<file path="src/rtl/i2cr_pkg.sv">
package i2cr_pkg;
   localparam int unsigned BYTE_W = 8;
   localparam int unsigned PTR_W  = 4;

   typedef enum logic [2:0] {
      LS_IDLE,
      LS_ADDR,
      LS_ADDR_ACK,
      LS_WR_BYTE,
      LS_WR_ACK,
      LS_RD_BYTE,
      LS_RD_ACK,
      LS_PARK
   } link_state_e;
endpackage

</file>
<file path="src/rtl/i2cr_sync.sv">
module i2cr_sync #(
   parameter int unsigned WIDTH   = 1,
   parameter int unsigned STAGES  = 2,
   parameter logic        RST_VAL = 1'b1
) (
   input  logic             clk,
   input  logic             rst_n,
   input  logic [WIDTH-1:0] d_i,
   output logic [WIDTH-1:0] q_o
);
   if (STAGES < 2) begin : g_bad_stages
      $error("i2cr_sync: STAGES must be at least 2");
   end
   if (WIDTH < 1) begin : g_bad_width
      $error("i2cr_sync: WIDTH must be at least 1");
   end

   logic [WIDTH-1:0] pipe_q [STAGES];

   always_ff @(posedge clk or negedge rst_n) begin
      if (!rst_n) begin
         for (int s = 0; s < int'(STAGES); s++) pipe_q[s] <= {WIDTH{RST_VAL}};
      end else begin
         pipe_q[0] <= d_i;
         for (int s = 1; s < int'(STAGES); s++) pipe_q[s] <= pipe_q[s-1];
      end
   end

   assign q_o = pipe_q[STAGES-1];
endmodule

</file>
<file path="src/rtl/i2cr_link.sv">
module i2cr_link
   import i2cr_pkg::*;
#(
   parameter logic [3:0] DEV_ID = 4'b1100
) (
   input  logic              clk,
   input  logic              rst_n,
   input  logic              scl_s,
   input  logic              sda_s,
   input  logic [2:0]        strap_i,
   output logic              sda_oe_o,
   output logic              wr_evt_o,
   output logic              wr_cmd_o,
   output logic [BYTE_W-1:0] wr_byte_o,
   output logic              rd_evt_o,
   input  logic [BYTE_W-1:0] rd_byte_i
);
   localparam logic [3:0] LAST_BIT = 4'(BYTE_W);

   link_state_e       state_q;
   logic              scl_d, sda_d;
   logic [3:0]        bit_cnt_q;
   logic [BYTE_W-1:0] shreg_q;
   logic              rd_mode_q;
   logic              cmd_pend_q;
   logic              mack_q;
   logic              sda_oe_q;

   logic start_c, stop_c, rise_c, fall_c, addr_hit;

   always_ff @(posedge clk or negedge rst_n) begin
      if (!rst_n) begin
         scl_d <= 1'b1;
         sda_d <= 1'b1;
      end else begin
         scl_d <= scl_s;
         sda_d <= sda_s;
      end
   end

   assign start_c  = scl_s & scl_d & sda_d & ~sda_s;
   assign stop_c   = scl_s & scl_d & ~sda_d & sda_s;
   assign rise_c   = scl_s & ~scl_d;
   assign fall_c   = ~scl_s & scl_d;
   assign addr_hit = (shreg_q[7:1] == {DEV_ID, strap_i});

   always_ff @(posedge clk or negedge rst_n) begin
      if (!rst_n) begin
         state_q    <= LS_IDLE;
         bit_cnt_q  <= '0;
         shreg_q    <= '0;
         rd_mode_q  <= 1'b0;
         cmd_pend_q <= 1'b0;
         mack_q     <= 1'b0;
         sda_oe_q   <= 1'b0;
      end else if (start_c) begin
         state_q   <= LS_ADDR;
         bit_cnt_q <= '0;
         sda_oe_q  <= 1'b0;
      end else if (stop_c) begin
         state_q  <= LS_IDLE;
         sda_oe_q <= 1'b0;
      end else begin
         unique case (state_q)
            LS_IDLE, LS_PARK: ;
            LS_ADDR: begin
               if (rise_c) begin
                  shreg_q   <= {shreg_q[BYTE_W-2:0], sda_s};
                  bit_cnt_q <= bit_cnt_q + 4'd1;
               end else if (fall_c && bit_cnt_q == LAST_BIT) begin
                  if (addr_hit) begin
                     sda_oe_q   <= 1'b1;
                     rd_mode_q  <= shreg_q[0];
                     cmd_pend_q <= ~shreg_q[0];
                     state_q    <= LS_ADDR_ACK;
                  end else begin
                     state_q <= LS_PARK;
                  end
               end
            end
            LS_ADDR_ACK: begin
               if (fall_c) begin
                  bit_cnt_q <= '0;
                  if (rd_mode_q) begin
                     shreg_q  <= rd_byte_i;
                     sda_oe_q <= ~rd_byte_i[BYTE_W-1];
                     state_q  <= LS_RD_BYTE;
                  end else begin
                     sda_oe_q <= 1'b0;
                     state_q  <= LS_WR_BYTE;
                  end
               end
            end
            LS_WR_BYTE: begin
               if (rise_c) begin
                  shreg_q   <= {shreg_q[BYTE_W-2:0], sda_s};
                  bit_cnt_q <= bit_cnt_q + 4'd1;
               end else if (fall_c && bit_cnt_q == LAST_BIT) begin
                  sda_oe_q <= 1'b1;
                  state_q  <= LS_WR_ACK;
               end
            end
            LS_WR_ACK: begin
               if (fall_c) begin
                  sda_oe_q   <= 1'b0;
                  bit_cnt_q  <= '0;
                  cmd_pend_q <= 1'b0;
                  state_q    <= LS_WR_BYTE;
               end
            end
            LS_RD_BYTE: begin
               if (rise_c) begin
                  bit_cnt_q <= bit_cnt_q + 4'd1;
               end else if (fall_c) begin
                  if (bit_cnt_q == LAST_BIT) begin
                     sda_oe_q <= 1'b0;
                     state_q  <= LS_RD_ACK;
                  end else begin
                     shreg_q  <= {shreg_q[BYTE_W-2:0], 1'b0};
                     sda_oe_q <= ~shreg_q[BYTE_W-2];
                  end
               end
            end
            LS_RD_ACK: begin
               if (rise_c) begin
                  mack_q <= ~sda_s;
               end else if (fall_c) begin
                  if (mack_q) begin
                     shreg_q   <= rd_byte_i;
                     sda_oe_q  <= ~rd_byte_i[BYTE_W-1];
                     bit_cnt_q <= '0;
                     state_q   <= LS_RD_BYTE;
                  end else begin
                     state_q <= LS_PARK;
                  end
               end
            end
            default: state_q <= LS_IDLE;
         endcase
      end
   end

   assign sda_oe_o  = sda_oe_q;
   assign wr_evt_o  = ~start_c & ~stop_c & fall_c & (state_q == LS_WR_BYTE) & (bit_cnt_q == LAST_BIT);
   assign wr_cmd_o  = cmd_pend_q;
   assign wr_byte_o = shreg_q;
   assign rd_evt_o  = ~start_c & ~stop_c & fall_c &
                      (((state_q == LS_ADDR_ACK) & rd_mode_q) | ((state_q == LS_RD_ACK) & mack_q));

   AST_DRIVE_STABLE_SCL_HIGH: assert property (@(posedge clk) disable iff (!rst_n)
      (scl_s && scl_d && !start_c && !stop_c) |=> $stable(sda_oe_q));
   AST_ACK_HELD: assert property (@(posedge clk) disable iff (!rst_n)
      (state_q == LS_ADDR_ACK || state_q == LS_WR_ACK) |-> sda_oe_q);
   AST_SILENT_PARKED: assert property (@(posedge clk) disable iff (!rst_n)
      (state_q == LS_IDLE || state_q == LS_PARK) |-> !sda_oe_q);
   AST_START_RESTARTS: assert property (@(posedge clk) disable iff (!rst_n)
      start_c |=> (state_q == LS_ADDR && bit_cnt_q == 4'd0));
endmodule

</file>
<file path="src/rtl/i2cr_regs.sv">
module i2cr_regs
   import i2cr_pkg::*;
#(
   parameter int unsigned PIN_W   = 16,
   parameter logic [7:0]  PSC_RST = 8'hFF,
   parameter logic [7:0]  PWM_RST = 8'h80,
   parameter logic [7:0]  SEL_RST = 8'h55
) (
   input  logic                         clk,
   input  logic                         rst_n,
   input  logic [PIN_W-1:0]             pins_i,
   input  logic                         wr_evt_i,
   input  logic                         wr_cmd_i,
   input  logic [BYTE_W-1:0]            wr_byte_i,
   input  logic                         rd_evt_i,
   output logic [BYTE_W-1:0]            rd_byte_o,
   output logic [8*(4+PIN_W/4)-1:0]     cfg_o,
   output logic [(4+PIN_W/4)-1:0]       wr_stb_o
);
   localparam int unsigned NUM_IN  = PIN_W / 8;
   localparam int unsigned NUM_CFG = 4 + PIN_W / 4;
   localparam int unsigned NUM_REG = NUM_IN + NUM_CFG;
   localparam logic [PTR_W-1:0] LAST_IDX  = PTR_W'(NUM_REG - 1);
   localparam logic [PTR_W-1:0] FIRST_CFG = PTR_W'(NUM_IN);

   if (PIN_W % 8 != 0 || PIN_W == 0) begin : g_bad_pins
      $error("i2cr_regs: PIN_W must be a non-zero multiple of 8");
   end
   if (NUM_REG > (1 << PTR_W)) begin : g_bad_map
      $error("i2cr_regs: register map exceeds pointer range");
   end

   logic [PTR_W-1:0]  ptr_q;
   logic              ai_q;
   logic [BYTE_W-1:0] cfg_q [NUM_CFG];

   function automatic logic [PTR_W-1:0] ptr_next(input logic [PTR_W-1:0] p);
      return (p >= LAST_IDX) ? '0 : p + 1'b1;
   endfunction

   always_ff @(posedge clk or negedge rst_n) begin
      if (!rst_n) begin
         ptr_q <= '0;
         ai_q  <= 1'b0;
      end else if (wr_evt_i && wr_cmd_i) begin
         ptr_q <= wr_byte_i[PTR_W-1:0];
         ai_q  <= wr_byte_i[PTR_W];
      end else if ((wr_evt_i || rd_evt_i) && ai_q) begin
         ptr_q <= ptr_next(ptr_q);
      end
   end

   for (genvar g = 0; g < int'(NUM_CFG); g++) begin : g_cfg
      localparam logic [7:0] RST_V = (g < 4) ? (((g % 2) == 0) ? PSC_RST : PWM_RST) : SEL_RST;
      localparam logic [PTR_W-1:0] IDX = PTR_W'(NUM_IN + g);
      logic [BYTE_W-1:0] q;
      logic              stb_q;
      logic              hit;

      assign hit = wr_evt_i & ~wr_cmd_i & (ptr_q == IDX);

      always_ff @(posedge clk or negedge rst_n) begin
         if (!rst_n) begin
            q     <= RST_V;
            stb_q <= 1'b0;
         end else begin
            stb_q <= hit;
            if (hit) q <= wr_byte_i;
         end
      end

      assign cfg_q[g]            = q;
      assign cfg_o[8*g +: 8]     = q;
      assign wr_stb_o[g]         = stb_q;

      AST_STB_CARRIES_DATA: assert property (@(posedge clk) disable iff (!rst_n)
         stb_q |-> (q == $past(wr_byte_i)));
   end

   always_comb begin
      rd_byte_o = '0;
      for (int k = 0; k < int'(NUM_IN); k++) begin
         if (ptr_q == PTR_W'(k)) rd_byte_o = pins_i[8*k +: 8];
      end
      for (int k = 0; k < int'(NUM_CFG); k++) begin
         if (ptr_q == PTR_W'(NUM_IN + k)) rd_byte_o = cfg_q[k];
      end
   end

   AST_ONE_STROBE: assert property (@(posedge clk) disable iff (!rst_n)
      $onehot0(wr_stb_o));
   AST_EVT_EXCLUSIVE: assert property (@(posedge clk) disable iff (!rst_n)
      !(wr_evt_i && rd_evt_i));
   AST_PTR_WRAP: assert property (@(posedge clk) disable iff (!rst_n)
      ((wr_evt_i || rd_evt_i) && !(wr_evt_i && wr_cmd_i) && ai_q && ptr_q >= LAST_IDX) |=> (ptr_q == '0));
   AST_RO_WRITE_QUIET: assert property (@(posedge clk) disable iff (!rst_n)
      (wr_evt_i && !wr_cmd_i && (ptr_q < FIRST_CFG || ptr_q > LAST_IDX)) |=> (wr_stb_o == '0));
endmodule

</file>
<file path="src/rtl/i2c_regbank_slave.sv">
module i2c_regbank_slave #(
   parameter logic [3:0]  DEV_ID      = 4'b1100,
   parameter int unsigned PIN_W       = 16,
   parameter int unsigned SYNC_STAGES = 2,
   parameter bit          PIN_SYNC    = 1'b1,
   parameter logic [7:0]  PSC_RST     = 8'hFF,
   parameter logic [7:0]  PWM_RST     = 8'h80,
   parameter logic [7:0]  SEL_RST     = 8'h55
) (
   input  logic                     clk,
   input  logic                     rst_n,
   input  logic                     scl_i,
   input  logic                     sda_i,
   output logic                     sda_oe_o,
   input  logic [2:0]               strap_i,
   input  logic [PIN_W-1:0]         pins_i,
   output logic [8*(4+PIN_W/4)-1:0] cfg_o,
   output logic [(4+PIN_W/4)-1:0]   wr_stb_o
);
   logic [1:0]       bus_s;
   logic [PIN_W-1:0] pins_s;
   logic             wr_evt, wr_cmd, rd_evt;
   logic [7:0]       wr_byte, rd_byte;

   i2cr_sync #(.WIDTH(2), .STAGES(SYNC_STAGES), .RST_VAL(1'b1)) u_bus_sync (
      .clk   (clk),
      .rst_n (rst_n),
      .d_i   ({scl_i, sda_i}),
      .q_o   (bus_s)
   );

   if (PIN_SYNC) begin : g_pin_sync
      i2cr_sync #(.WIDTH(PIN_W), .STAGES(SYNC_STAGES), .RST_VAL(1'b0)) u_pin_sync (
         .clk   (clk),
         .rst_n (rst_n),
         .d_i   (pins_i),
         .q_o   (pins_s)
      );
   end else begin : g_pin_raw
      assign pins_s = pins_i;
   end

   i2cr_link #(.DEV_ID(DEV_ID)) u_link (
      .clk       (clk),
      .rst_n     (rst_n),
      .scl_s     (bus_s[1]),
      .sda_s     (bus_s[0]),
      .strap_i   (strap_i),
      .sda_oe_o  (sda_oe_o),
      .wr_evt_o  (wr_evt),
      .wr_cmd_o  (wr_cmd),
      .wr_byte_o (wr_byte),
      .rd_evt_o  (rd_evt),
      .rd_byte_i (rd_byte)
   );

   i2cr_regs #(
      .PIN_W   (PIN_W),
      .PSC_RST (PSC_RST),
      .PWM_RST (PWM_RST),
      .SEL_RST (SEL_RST)
   ) u_regs (
      .clk       (clk),
      .rst_n     (rst_n),
      .pins_i    (pins_s),
      .wr_evt_i  (wr_evt),
      .wr_cmd_i  (wr_cmd),
      .wr_byte_i (wr_byte),
      .rd_evt_i  (rd_evt),
      .rd_byte_o (rd_byte),
      .cfg_o     (cfg_o),
      .wr_stb_o  (wr_stb_o)
   );
endmodule

</file>
<file path="config.mk">
export PLATFORM = sky130hd
export DESIGN_NAME = i2c_regbank_slave
export DESIGN_NICKNAME = d
export VERILOG_FILES = /design/src/rtl/i2cr_pkg.sv /design/src/rtl/i2cr_sync.sv /design/src/rtl/i2cr_link.sv /design/src/rtl/i2cr_regs.sv /design/src/rtl/i2c_regbank_slave.sv
export SDC_FILE = /design/constraint.sdc
export NUM_CORES = 1
export LEC_CHECK = 0
export BUFFER_PORTS_ARGS = -buffer_cell sky130_fd_sc_hd__buf_2
export CAP_MARGIN = 20
export CORE_ASPECT_RATIO = 0.5
export CORE_MARGIN = 2
export CORE_UTILIZATION = 50
export CTS_CLUSTER_DIAMETER = 60
export DETAILED_ROUTE_END_ITERATION = 6
export GPL_TIMING_DRIVEN = 0
export PLACE_DENSITY = 0.71
export SYNTH_ARGS = -nofsm -noshare
export SYNTH_HDL_FRONTEND = slang
export SYNTH_HIERARCHICAL = 1
export SYNTH_SLANG_ARGS = --single-unit
</file>
<file path="constraint.sdc">
create_clock -name clk -period 6.5 [get_ports clk]
set_clock_uncertainty 0.2 [all_clocks]
set_input_delay 0.975 -clock clk [delete_from_list [all_inputs] [get_ports clk]]
set_output_delay 0.975 -clock clk [all_outputs]
set_load 0.02 [all_outputs]
</file>
# Word-level counts from Yosys, hierarchy flattened
# Index checks and enable logic that the tools add are counted.
dict set report classes {
  addsub 2
  order_cmp 1
  eq_ne 49
  n_mux 69
  n_bitwise 35
  n_reduce_logical 20
}
# cell n
set ops {}
lappend ops {{$mux W8} 19}
lappend ops {{$mux W3} 15}
lappend ops {{$mux W4} 10}
lappend ops {{$ne A4 B1 Y1 const B} 9}
lappend ops {{$pmux W8 S4} 1}
lappend ops {{$reduce_and A12 Y1} 2}
lappend ops {{$and A1 B1 Y1} 23}
lappend ops {{$ne A2 B1 Y1 const B} 10}
lappend ops {{$mux W1} 19}
lappend ops {{$pmux W3 S6} 1}
lappend ops {{$eq A4 B3 Y1 const B} 4}
lappend ops {{$ne A4 B2 Y1 const B} 4}
lappend ops {{$reduce_and A7 Y1} 2}
lappend ops {{$reduce_and A13 Y1} 1}
lappend ops {{$eq A4 B4 Y1 const B} 3}
lappend ops {{$ne A3 B1 Y1 const B} 4}
lappend ops {{$pmux W4 S3} 1}
lappend ops {{$not A1 Y1} 11}
lappend ops {{$eq A3 B3 Y1 const B} 3}
lappend ops {{$add A4 B1 Y4 const B} 2}
lappend ops {{$eq A4 B2 Y1 const B} 2}
lappend ops {{$ne A2 B2 Y1 const B} 4}
lappend ops {{$reduce_bool A4 Y1} 2}
lappend ops {{$reduce_bool A8 Y1} 1}
lappend ops {{other kinds (18)} 23}
dict set report word_totals {
  register_bits 134
  inputBits 23
  out_inout_bits 73
  elab_cells 207
}

# Depth between registers and ports, before layout
dict set report depth {
  depth_word 18
  depth_mapped 11
  ltp_nobuf 9
}

# Modules after synthesis
# The synthesis kept the hierarchy.
# module instances cells_each area_each_um2 seq_area_each_um2
set modules_own_cells {}
lappend modules_own_cells {i2cr_regs 1 341 4016.4 1969.4}
lappend modules_own_cells {i2cr_link 1 139 1327.5 528.0}
lappend modules_own_cells {{i2cr_sync (g_pin_sync.u_pin_sync)} 1 48 920.9 800.8}
lappend modules_own_cells {{i2cr_sync (u_bus_sync)} 1 6 120.1 105.1}

# Worst setup path before layout
# No wires, ideal clock.
dict set report synth_timing {
  kind {reg-to-reg}
  startpoint {register u_link.bit_cnt_q[0]}
  endpoint {register u_regs.g_cfg[5].q[1]}
  setup_ns 0.125
  t_arrival_ns 2.177
  required_ns 6.175
  slack_ns 3.998
  path_stages_with_launch 12
  path_buffers 3
  synth_period_minus_slack_ns 2.502
  cell_sequence {dfrtp_1 -> inv_1 -> ha_1 -> and3b_1 -> clkbuf_1 -> nand3_1 -> nor2_1 -> nor2b_1 -> buf_2 -> and3_1 -> buf_2 -> mux2_2}
}
dict set report synth_between {
  elab_chain_cells 4
}
# item line
set synth_rtl {}
lappend synth_rtl {{from (decl)} i2cr_link.sv:22} ;# logic [3:0] bit_cnt_q;
lappend synth_rtl {{from (signal assigned)} i2cr_link.sv:69} ;# bit_cnt_q <= bit_cnt_q + 4'd1;
lappend synth_rtl {{from (signal assigned)} i2cr_link.sv:97} ;# bit_cnt_q <= bit_cnt_q + 4'd1;
lappend synth_rtl {{from (signal assigned)} i2cr_link.sv:113} ;# bit_cnt_q <= bit_cnt_q + 4'd1;
lappend synth_rtl {{$eq A4 B4 Y1} i2cr_link.sv:144} ;# assign wr_evt_o = ~start_c & ~stop_c & fall_c & (state_q == LS_WR_BYTE) & (bit_cnt_q == LAST_BIT);
lappend synth_rtl {{$and A1 B1 Y1} i2cr_link.sv:144}
lappend synth_rtl {{via wr_evt} i2c_regbank_slave.sv:22} ;# logic wr_evt, wr_cmd, rd_evt;
lappend synth_rtl {{$and A1 B1 Y1 (2 in series)} i2cr_regs.sv:60} ;# assign hit = wr_evt_i & ~wr_cmd_i & (ptr_q == IDX);
lappend synth_rtl {{via u_regs.g_cfg[5].hit} i2cr_regs.sv:58} ;# logic hit;
lappend synth_rtl {{to (signal assigned)} i2cr_regs.sv:68} ;# if (hit) q <= wr_byte_i;
lappend synth_rtl {{to (decl)} i2cr_regs.sv:56} ;# logic [BYTE_W-1:0] q;
# The timed path passes the listed nets, and every way through them passes these cells.
# A chain may end at the register's enable or synchronous reset.

# Worst setup path after layout
dict set report layout_timing {
  startpoint {register u_regs.ptr_q[0]}
  endpoint {register u_link.shreg_q[7] (netlist: u_link/wr_byte_o[7])}
}
dict set report layout_between {
  elab_chain_cells 15
  word_cells_on_any_way 26
  cone_classes {eq/ne: 9; mux: 16; reduce/logical: 1}
}
# item line
set layout_rtl {}
lappend layout_rtl {{from (decl)} i2cr_regs.sv:33} ;# logic [PTR_W-1:0] ptr_q;
lappend layout_rtl {{from (signal assigned)} i2cr_regs.sv:46} ;# ptr_q <= wr_byte_i[PTR_W-1:0];
lappend layout_rtl {{from (signal assigned)} i2cr_regs.sv:49} ;# ptr_q <= ptr_next(ptr_q);
lappend layout_rtl {{$logic_not A4 Y1} i2cr_regs.sv:83} ;# if (ptr_q == PTR_W'(k)) rd_byte_o = pins_i[8*k +: 8];
lappend layout_rtl {{$mux W8 (2 in series)} i2cr_regs.sv:83}
lappend layout_rtl {{$mux W8 (7 in series)} i2cr_regs.sv:86} ;# if (ptr_q == PTR_W'(NUM_IN + k)) rd_byte_o = cfg_q[k];
lappend layout_rtl {{$mux W8 *} i2cr_regs.sv:86}
lappend layout_rtl {{via rd_byte[7]} i2c_regbank_slave.sv:23} ;# logic [7:0] wr_byte, rd_byte;
lappend layout_rtl {{$mux W8} i2cr_link.sv:128} ;# if (mack_q) begin
lappend layout_rtl {{$mux W8} i2cr_link.sv:127} ;# end else if (fall_c) begin
lappend layout_rtl {{$mux W8} i2cr_link.sv:125} ;# if (rise_c) begin
lappend layout_rtl {{$pmux W8 S4 *} i2cr_link.sv:64} ;# unique case (state_q)
lappend layout_rtl {{to (signal assigned)} i2cr_link.sv:68} ;# shreg_q <= {shreg_q[BYTE_W-2:0], sda_s};
lappend layout_rtl {{to (signal assigned)} i2cr_link.sv:119} ;# shreg_q <= {shreg_q[BYTE_W-2:0], 1'b0};
lappend layout_rtl {{to (signal assigned)} i2cr_link.sv:129} ;# shreg_q <= rd_byte_i;
lappend layout_rtl {{to (decl)} i2cr_link.sv:23} ;# logic [BYTE_W-1:0] shreg_q;
# Mark *: on every way through the listed nets, which the timed path passes. The rest lies on a longest branch. The select of a mux whose other input is x is not followed.

==> run summary <==
fmax -> 0.3075 GHz
Initial Util -> 50.86%
synthesized area per cell -> 11.96 sq um
most frequent cells in the layout -> buf_2, dfrtp_1, mux2_2
FP Rows -> 29
CP arrival -> 3.34 ns
Int Pwr -> 1.577 mW
post-CTS setup buffer count -> 0
commonest non-fill, non-tap cell in the layout -> buf_2
Seq pwr share -> 43.8%
combinational cell fraction of total power -> 13.8%
Crit Path Class -> reg -> reg
Max Cap Viol -> 0
placed insts -> 800
multi-input logic area -> 0.002557 sq mm
diode count -> 0
Worst-path clk slew -> 0.07 ns
Remaining DRCs -> 0
Psw -> 0.6993 mW
Power Dens Cells -> 295.2 mW/mm^2
Post-CTS Resized -> 0
crit-path max FO -> 10
H-tree depth -> 4
die area -> 0.01374 sq mm
Worst-Margin Slew -> 0.5968 ns
critical path required time -> 6.59 ns
ANT nets after route -> 0
Hold Vio Cnt, Final -> 0
initial antenna violation count -> 1
Hold Buf Count CTS -> 0
Seq/Total Area, Yosys -> 53.30%
Netlist cell types -> 61
Net Count, Synth -> 564
Tmin final -> 3.252 ns
vias in the first global route -> 4782
Via density -> 5.579
Reg2Reg Launch Point -> u_regs/ptr_q[0]
total power -> 2.276 mW
Final nets -> 679
Seq cells post-synth -> 134
WL/cell -> 18.64 um
FF+latch area -> 0.003403 sq mm
largest net degree at the start of global routing -> 100
Final Max Slew Viols -> 0
Worst-Skew Late Latency -> 0.42 ns
synth warn -> 6
Die Wd -> 163.8 um
GPL Wtd Cong -> 0.9287
I/O Buffers -> 95
CP endpoint kind -> flop
Hold Crit Class -> reg -> reg
Setup crit start kind -> flop
Lkg Pwr -> 3.858 nW
CTS tree -> done
sw frac -> 30.72%
layout cell share with drive strength beyond 1 -> 45.92%
root buffer cell -> clkbuf_16
clock share of power -> 42.4%
Worst Reg-to-Reg Cells -> 10
CTS Buffer Depth -> 2
Die H -> 83.91 um
first-pass GRT wire length -> 25390 um
I/O pin cnt -> 96
Core Area -> 0.01255 sq mm
synthesized cell area -> 0.006385 sq mm
fraction of registers with async set/reset -> 100.0%
GR Overflow Total -> 0
fillers -> 1046
setup violators final -> 0
RSZ-0062 raised after global routing -> no
Initial DRC Count -> 278
Slew HR -> 60.13%
Vias -> 4642
fin crit share -> 50.03%
Worst Hold Depth -> 0
Max rail drop VDD -> 0.1852 mV
Post-synth EDFFs -> 0
Num CTS Buffers -> 17
non-filler cells, final -> 832
Most used DFF post-synth -> dfrtp_1
final total negative setup slack -> 0 ns
total track usage -> 24.21%
DRT Pass-1 Iters -> 4
flop2flop setup slack -> 3.25 ns
clk sinks -> 134
Hold EP -> g_pin_sync.u_pin_sync/q_o[2]
Area growth syn-to-layout -> 20.77%
outcome -> finished, final reports clean
HPWL Detailed -> 10660 um
Hold Startpoint -> g_pin_sync.u_pin_sync/pipe_q[18]
Post-Route WL -> 15510 um
reg-to-reg endpoint -> u_link/wr_byte_o[7]
Mapped Cells -> 534
## cell usage after synthesis (9+ instances only)
master     n  area [sq um]
dfstp_2   40          1051
nor3_1    11         55.05
buf_2     14         70.07
nor2b_1   16         100.1
o21ai_0    9         45.04
buf_4     26         195.2
nor2_1    24         90.09
and3_1    10         62.56
mux2_1     9         101.4
nor3b_1    9         67.56
a22oi_1   10         75.07
a21oi_1   28         140.1
mux2_2    73         822.0
dfrtp_1   94          2352
inv_1     21         78.83
clkbuf_1  12         45.04
nand2_1   14         52.55
## power by group through the flow
| stage | registers (mW) | clock network (mW) | logic (mW) |
|---|---|---|---|
| finish | 0.998 | 0.965 | 0.314 |
| global route | 1.01 | 1.03 | 0.355 |
| CTS | 0.995 | 0.983 | 0.315 |
| detailed placement | 1.01 | 0 | 0.314 |
| global placement | 1.01 | 0 | 0.307 |
| floorplan | 0.961 | 0 | 0.230 |
## cell type report
type / instances / area share [%]
timing repair buffer: 96 / 6.604
sequential: 134 / 44.13
buffer: 55 / 4.381
multi-input combinational: 322 / 33.17
clock inverter: 15 / 2.320
tap: 170 / 2.758
clock buffer: 17 / 5.517
inverter: 23 / 1.120
## per-stage QoR
step	setup slack, ns	util [%]	hold WS, ns	instance area, sq um
after CTS	3.367	61.42	0.1498	7711
after global placement	2.518	56.34	0.1320	7073
after floorplan	3.998	-	0.1312	6385
after detailed placement	3.427	56.61	0.1347	7107
final	3.248	61.42	0.1476	7711
after global routing	3.066	61.42	0.1553	7711
## critical path, stage by stage (launching register included)
cell and delay, ns:
dfrtp_1 0.43, inv_1 0.12, ha_1 0.21, clkbuf_1 0.18, clkbuf_1 0.28, a221oi_1 0.35, nor2_1 0.08, o32ai_1 0.51
a22oi_1 0.17, mux2_2 0.30, mux2_1 0.29
## registers in the layout, summed over array words and instances, names as in the netlist, 2 cells and up
name,cells
u_regs/g_cfg.q,64
g_pin_sync.u_pin_sync/pipe_q,16
g_pin_sync.u_pin_sync/q_o,16
u_link/wr_byte_o,8
u_regs/g_cfg.stb_q,8
u_link/bit_cnt_q,4
u_regs/ptr_q,4
u_link/state_q,3
u_bus_sync/pipe_q,2
u_bus_sync/q_o,2
## worst max path at each step
stage                             start                     to  depth (start not counted)
floorplan           u_link/bit_cnt_q[0]   u_regs/g_cfg[5].q[1]                         11
global placement                  rst_n  u_regs/g_cfg[7].stb_q                          1
detailed placement      u_regs/ptr_q[0]    u_link/wr_byte_o[7]                         10
CTS                     u_regs/ptr_q[0]    u_link/wr_byte_o[7]                         10
global route            u_regs/ptr_q[0]    u_link/wr_byte_o[7]                         10
finish                  u_regs/ptr_q[0]    u_link/wr_byte_o[7]                         10
## per-layer routing
metal	wire length, um	GRT usage (%)
met1	6865	33.20
met2	7187	36.86
met5	10	0
met4	247	7.735
met3	1202	7.452
## kinds of logic after synthesis
logic type	count (synthesis)	share of synthesized area (%)
xor gates and xnor gates	4	0.5488
muxes	84	14.78
AOI/OAI and AO/OA	104	12.07
buffers and inverters	78	6.643
adders and majority gates	7	1.372
and+or+nand+nor	123	11.29
DFF	134	53.30
(Power assumes the default switching activity.)
